## config.mk

```make
export PLATFORM = sky130hd
export DESIGN_NAME = vclk_cascade
export DESIGN_NICKNAME = d
export VERILOG_FILES = /design/src/rtl/vclk_pkg.sv /design/src/rtl/vclk_edge_sync.sv /design/src/rtl/vclk_divstage.sv /design/src/rtl/vclk_cascade.sv
export SDC_FILE = /design/constraint.sdc
export NUM_CORES = 1
export LEC_CHECK = 0
export BUFFER_PORTS_ARGS = -buffer_cell sky130_fd_sc_hd__clkbuf_2
export CAP_MARGIN = 15
export CELL_PAD_IN_SITES_DETAIL_PLACEMENT = 1
export CELL_PAD_IN_SITES_GLOBAL_PLACEMENT = 1
export CORE_MARGIN = 2
export CORE_UTILIZATION = 44
export CTS_CLUSTER_SIZE = 14
export DETAILED_ROUTE_END_ITERATION = 10
export GPL_ROUTABILITY_DRIVEN = 0
export PLACE_DENSITY = 0.85
export SLEW_MARGIN = 25
export SYNTH_ARGS = -nofsm -noshare
export SYNTH_HDL_FRONTEND = slang
export SYNTH_SLANG_ARGS = --single-unit
```

## constraint.sdc

```tcl
create_clock -name clk -period 2.8 [get_ports clk]
set_input_delay 0.28 -clock clk [delete_from_list [all_inputs] [get_ports clk]]
set_output_delay 0.28 -clock clk [all_outputs]
set_load 0.1 [all_outputs]
```

## src/rtl/vclk_pkg.sv

```systemverilog
package vclk_pkg;
    localparam int CODE_W      = 4;
    localparam int NUM_STAGES  = 2;
    localparam int CFG_W       = CODE_W * NUM_STAGES;
    localparam int SYNC_DEPTH  = 2;

    typedef enum logic [1:0] {
        SRC_INT   = 2'd0,
        SRC_EXT   = 2'd1,
        SRC_FLUSH = 2'd2
    } src_state_t;
endpackage

```

## src/rtl/vclk_edge_sync.sv

```systemverilog
module vclk_edge_sync #(
    parameter int DEPTH = 2
) (
    input  logic clk,
    input  logic rst,
    input  logic din,
    output logic rise
);
    localparam int LAST = DEPTH - 1;

    logic [DEPTH-1:0] sr_q;
    logic             prev_q;
    logic             rise_q;

    always_ff @(posedge clk) begin
        if (rst) sr_q[0] <= 1'b0;
        else     sr_q[0] <= din;
    end

    for (genvar i = 1; i < DEPTH; i++) begin : g_chain
        always_ff @(posedge clk) begin
            if (rst) sr_q[i] <= 1'b0;
            else     sr_q[i] <= sr_q[i-1];
        end
    end

    always_ff @(posedge clk) begin
        if (rst) begin
            prev_q <= 1'b0;
            rise_q <= 1'b0;
        end else begin
            prev_q <= sr_q[LAST];
            rise_q <= sr_q[LAST] & ~prev_q;
        end
    end

    assign rise = rise_q;
endmodule

```

## src/rtl/vclk_divstage.sv

```systemverilog
module vclk_divstage #(
    parameter int CODE_W = 4
) (
    input  logic              clk,
    input  logic              rst,
    input  logic              clr,
    input  logic              tick,
    input  logic [CODE_W-1:0] code,
    output logic              pulse
);
    logic [CODE_W-1:0] cnt_q;
    logic              at_end;

    assign at_end = (cnt_q == '0);
    assign pulse  = tick & at_end;

    always_ff @(posedge clk) begin
        if (rst) begin
            cnt_q <= '0;
        end else if (clr) begin
            cnt_q <= code;
        end else if (tick) begin
            if (at_end) cnt_q <= code;
            else        cnt_q <= cnt_q - 1'b1;
        end
    end
endmodule

```

## src/rtl/vclk_cascade.sv

```systemverilog
module vclk_cascade
    import vclk_pkg::*;
(
    input  logic             clk,
    input  logic             rst,
    input  logic             cfg_we,
    input  logic [CFG_W-1:0] cfg_wdata,
    input  logic             src_ext,
    input  logic             ext_clk_in,
    output logic             en_a,
    output logic             en_b,
    output logic             tog_a,
    output logic             tog_b
);
    src_state_t         state_q, state_d;
    logic [CFG_W-1:0]   cfg_q;
    logic               ext_tick;
    logic               src_tick;
    logic               flush;
    logic [NUM_STAGES:0]   tick_vec;
    logic [NUM_STAGES-1:0] tog_q;

    always_ff @(posedge clk) begin
        if (rst)         cfg_q <= '0;
        else if (cfg_we) cfg_q <= cfg_wdata;
    end

    vclk_edge_sync #(.DEPTH(SYNC_DEPTH)) u_sync (
        .clk  (clk),
        .rst  (rst),
        .din  (ext_clk_in),
        .rise (ext_tick)
    );

    always_comb begin
        state_d = state_q;
        unique case (state_q)
            SRC_INT:   if (src_ext)  state_d = SRC_FLUSH;
            SRC_EXT:   if (!src_ext) state_d = SRC_FLUSH;
            SRC_FLUSH: state_d = src_ext ? SRC_EXT : SRC_INT;
            default:   state_d = SRC_INT;
        endcase
    end

    always_ff @(posedge clk) begin
        if (rst) state_q <= SRC_INT;
        else     state_q <= state_d;
    end

    always_comb begin
        src_tick = 1'b0;
        flush    = 1'b0;
        unique case (state_q)
            SRC_INT:   src_tick = 1'b1;
            SRC_EXT:   src_tick = ext_tick;
            SRC_FLUSH: flush    = 1'b1;
            default:   flush    = 1'b1;
        endcase
    end

    assign tick_vec[0] = src_tick;

    for (genvar s = 0; s < NUM_STAGES; s++) begin : g_stage
        localparam int LSB = (NUM_STAGES - 1 - s) * CODE_W;

        vclk_divstage #(.CODE_W(CODE_W)) u_div (
            .clk   (clk),
            .rst   (rst),
            .clr   (flush),
            .tick  (tick_vec[s]),
            .code  (cfg_q[LSB +: CODE_W]),
            .pulse (tick_vec[s+1])
        );

        always_ff @(posedge clk) begin
            if (rst)                tog_q[s] <= 1'b0;
            else if (tick_vec[s+1]) tog_q[s] <= ~tog_q[s];
        end
    end

    assign en_a  = tick_vec[1];
    assign en_b  = tick_vec[2];
    assign tog_a = tog_q[0];
    assign tog_b = tog_q[1];
endmodule

```

==> impl_metrics.yaml <==
outcome:
  status: "complete, no violations"
detailed_routing:
  wl_mm: 2.23
  routed_via_density: 5.43
  vias: 863
  routedWlPerCell_um: 14.0
  ant_nets: 0
  initialDrtViolationCount: 3
  drt-pass1-iter-count: 4
  drcViolationCount: 0
global_routing:
  grt_pass1_wl_mm: 3.77
  grt_start_max_net_pins: 25
  use_met1: 0.204
  track_usage: 0.187
  use_met2: 0.319
  use_met3: 0.0778
  busiest_layer: "met2"
  grt_overflow: 0
  grt_pass1_vias: 867
  antenna_found_initial: 0
setup_path:
  arrival_ns: 2.10
  r2r_setup_slack_ns: 1.18
  reg2reg_from: "g_stage[0].u_div.cnt_q[0]"
  worstSetupPathType: "reg -> out"
  worst-endpoint-required_ns: 2.52
  crit_path_start_kind: "register"
  r2r-end: "tog_b"
  r2r.worst_path.cells: 6
  end_kind: "output port"
  crit_fanout: 4
  crit_start: "g_stage[0].u_div.cnt_q[0]"
place:
  port_buffers: 16
  place_ws_ns: 0.753
  dp.cells: 156
  hpwl_mm: 1.71
timing:
  hold_viol_final: 0
  max_freq_ghz: 0.419
  slew_headroom: 0.616
  fin_crit_ns: 2.38
  rsz0062_at_grt: "no"
  fin_crit_sh: 0.852
  setup_slack_ns: 0.416
  clock_skew_ns: 0.00101
  worst-slew-pin-transition_ns: 0.575
  slew_violations: 0
  finalSetupViolations: 0
  finalSetupTns_ns: 0
clock_tree:
  cts_tree: "done"
  cts-hold-fix-buffers: 0
  cts.sinks: 24
  cts-resized-gates: 0
  htreeDepth: 1
  clk-insertion-delay-late_ns: 0.30
  cts_setup_buffers: 0
  cts_root_buf: "clkbuf_4"
  cts_made_buffers: 3
  clockBufferDepth: 2
  clk_pin_slew_ns: 0.11
pwr:
  totalPowerFinal_mw: 1.33
  cellLeakagePower_nw: 0.515
  vdd_drop_max_v: 0.000805
  power_density_nw_per_um2: 1100
yosys:
  synthCells: 116
  synth_cell_types: 37
  syn-num-nets: 131
  synth_seq_area_share: 0.443
  ys_ff_latch: 24
  synth_top_area_share: 0.443
  synth.avg_cell_area_um2: 9.35
  synth_edf_count: 0
  syn-cell-area_um2: 1080
  synthArstFlopShare: 0
  synth_top_cells_by_area: "dfxtp_1 (44%), mux2i_1 (10%), nor2_1 (5.2%)"
  yosysWarnings: 0
  synth_top_cell_by_area: "dfxtp_1"
  synth_flop_cell: "dfxtp_1"
layout:
  diodes: 0
  nNetsFinal: 148
  final_cells: 159
  fin_util: 0.530
  drive_gt1_frac: 0.198
  area_growth_pct: 11.2
floorplanning:
  std_cell_rows: 17
  die_area_um2: 2880
  chipWidth_um: 53.7
  io_pins: 17
  start_util: 0.477
  die_h_um: 53.7
  core_um2: 2280
min_path:
  worstHoldStart: "ext_clk_in"
  hold_path_class: "in -> reg"
  min_to: "u_sync.sr_q[0]"
  holdPathStages: 2
run:
  cap_violations: 0
[flip-flops by register name, summed over array words and instances, names as in the netlist]
| register | flops |
|---|---|
| tog_b | 1 |
| state_q | 2 |
| tog_a | 1 |
| u_sync.rise | 1 |
| u_sync.sr_q | 2 |
| cfg_q | 8 |
| g_stage.u_div.cnt_q | 8 |
| u_sync.prev_q | 1 |
[routing by layer]
| layer | up-vias | part of all wire |
|---|---|---|
| met5 | - | 0 |
| met4 | 0 | 0.0076 |
| met3 | 2 | 0.048 |
| met2 | 23 | 0.49 |
| met1 | 406 | 0.45 |
| li1 | 432 | - |
[worst max-delay path: stages, from the launching register on]
cell and delay (ns):
dfxtp_1 0.35, inv_1 0.08, ha_1 0.18, or3b_4 0.42, nor3b_2 0.26, clkbuf_2 0.51
[synthesized netlist by cell type (all sizes together) (2+ instances only)]
cell / count
a211oi: 2
a21oi: 5
clkbuf: 3
dfxtp: 24
ha: 2
inv: 9
mux2i: 11
nand2: 5
nand2b: 2
nor2: 15
nor2b: 5
nor3: 5
nor3b: 3
o21ai: 2
o31ai: 2
xnor2: 4
[cells by family after synthesis]
kind of cell,after synthesis,share of synthesized area
mux,11,0.102
simple gates,42,0.220
fa+ha+maj,2,0.0231
xor+xnor,5,0.0404
compound gates,19,0.126
flops,24,0.443
buf+inv,13,0.0461
[stage by stage]
stage	hold slack, ns	instance area [um2]
after global placement	0.375	1180
after global routing	0.194	1210
after CTS	0.178	1210
after detailed placement	0.387	1180
after floorplan	0.352	1080
final	0.183	1210
[layout make-up]
type,instances,area [um2]
multi-input cells,79,554
inverters,9,33.8
repair buffers,16,80.1
clock buffers,3,22.5
flip-flops and latches,24,480
well taps,28,35.0
fillers,269,1070
[worst max path at each step]
stage	to	slack, ns	cells after the start
2_1_floorplan	tog_a	0.22	6
3_3_place_gp	en_b	0.80	5
3_5_place_dp	en_a	0.75	5
4_1_cts	en_a	0.39	5
5_1_grt	en_a	0.31	5
6_report	en_a	0.42	5
[power by group]
| part | internal [mW] | switching, mW | leakage, nW |
|---|---|---|---|
| clock network | 0.0502 | 0.0904 | 0.0138 |
| logic | 0.246 | 0.471 | 0.303 |
| registers | 0.405 | 0.0666 | 0.198 |
| total | 0.701 | 0.628 | 0.515 |
[cells in the final DEF, fill, tap and decap left out, drive strengths merged, types with 3 or more instances in the layout]
cell type,instances
nand2,5
xnor2,4
inv,9
clkbuf,19
nor2,15
nor3,5
a21oi,5
mux2i,11
nor3b,3
dfxtp,24
nor2b,5
No activity file was read; power rests on OpenSTA's default activity.
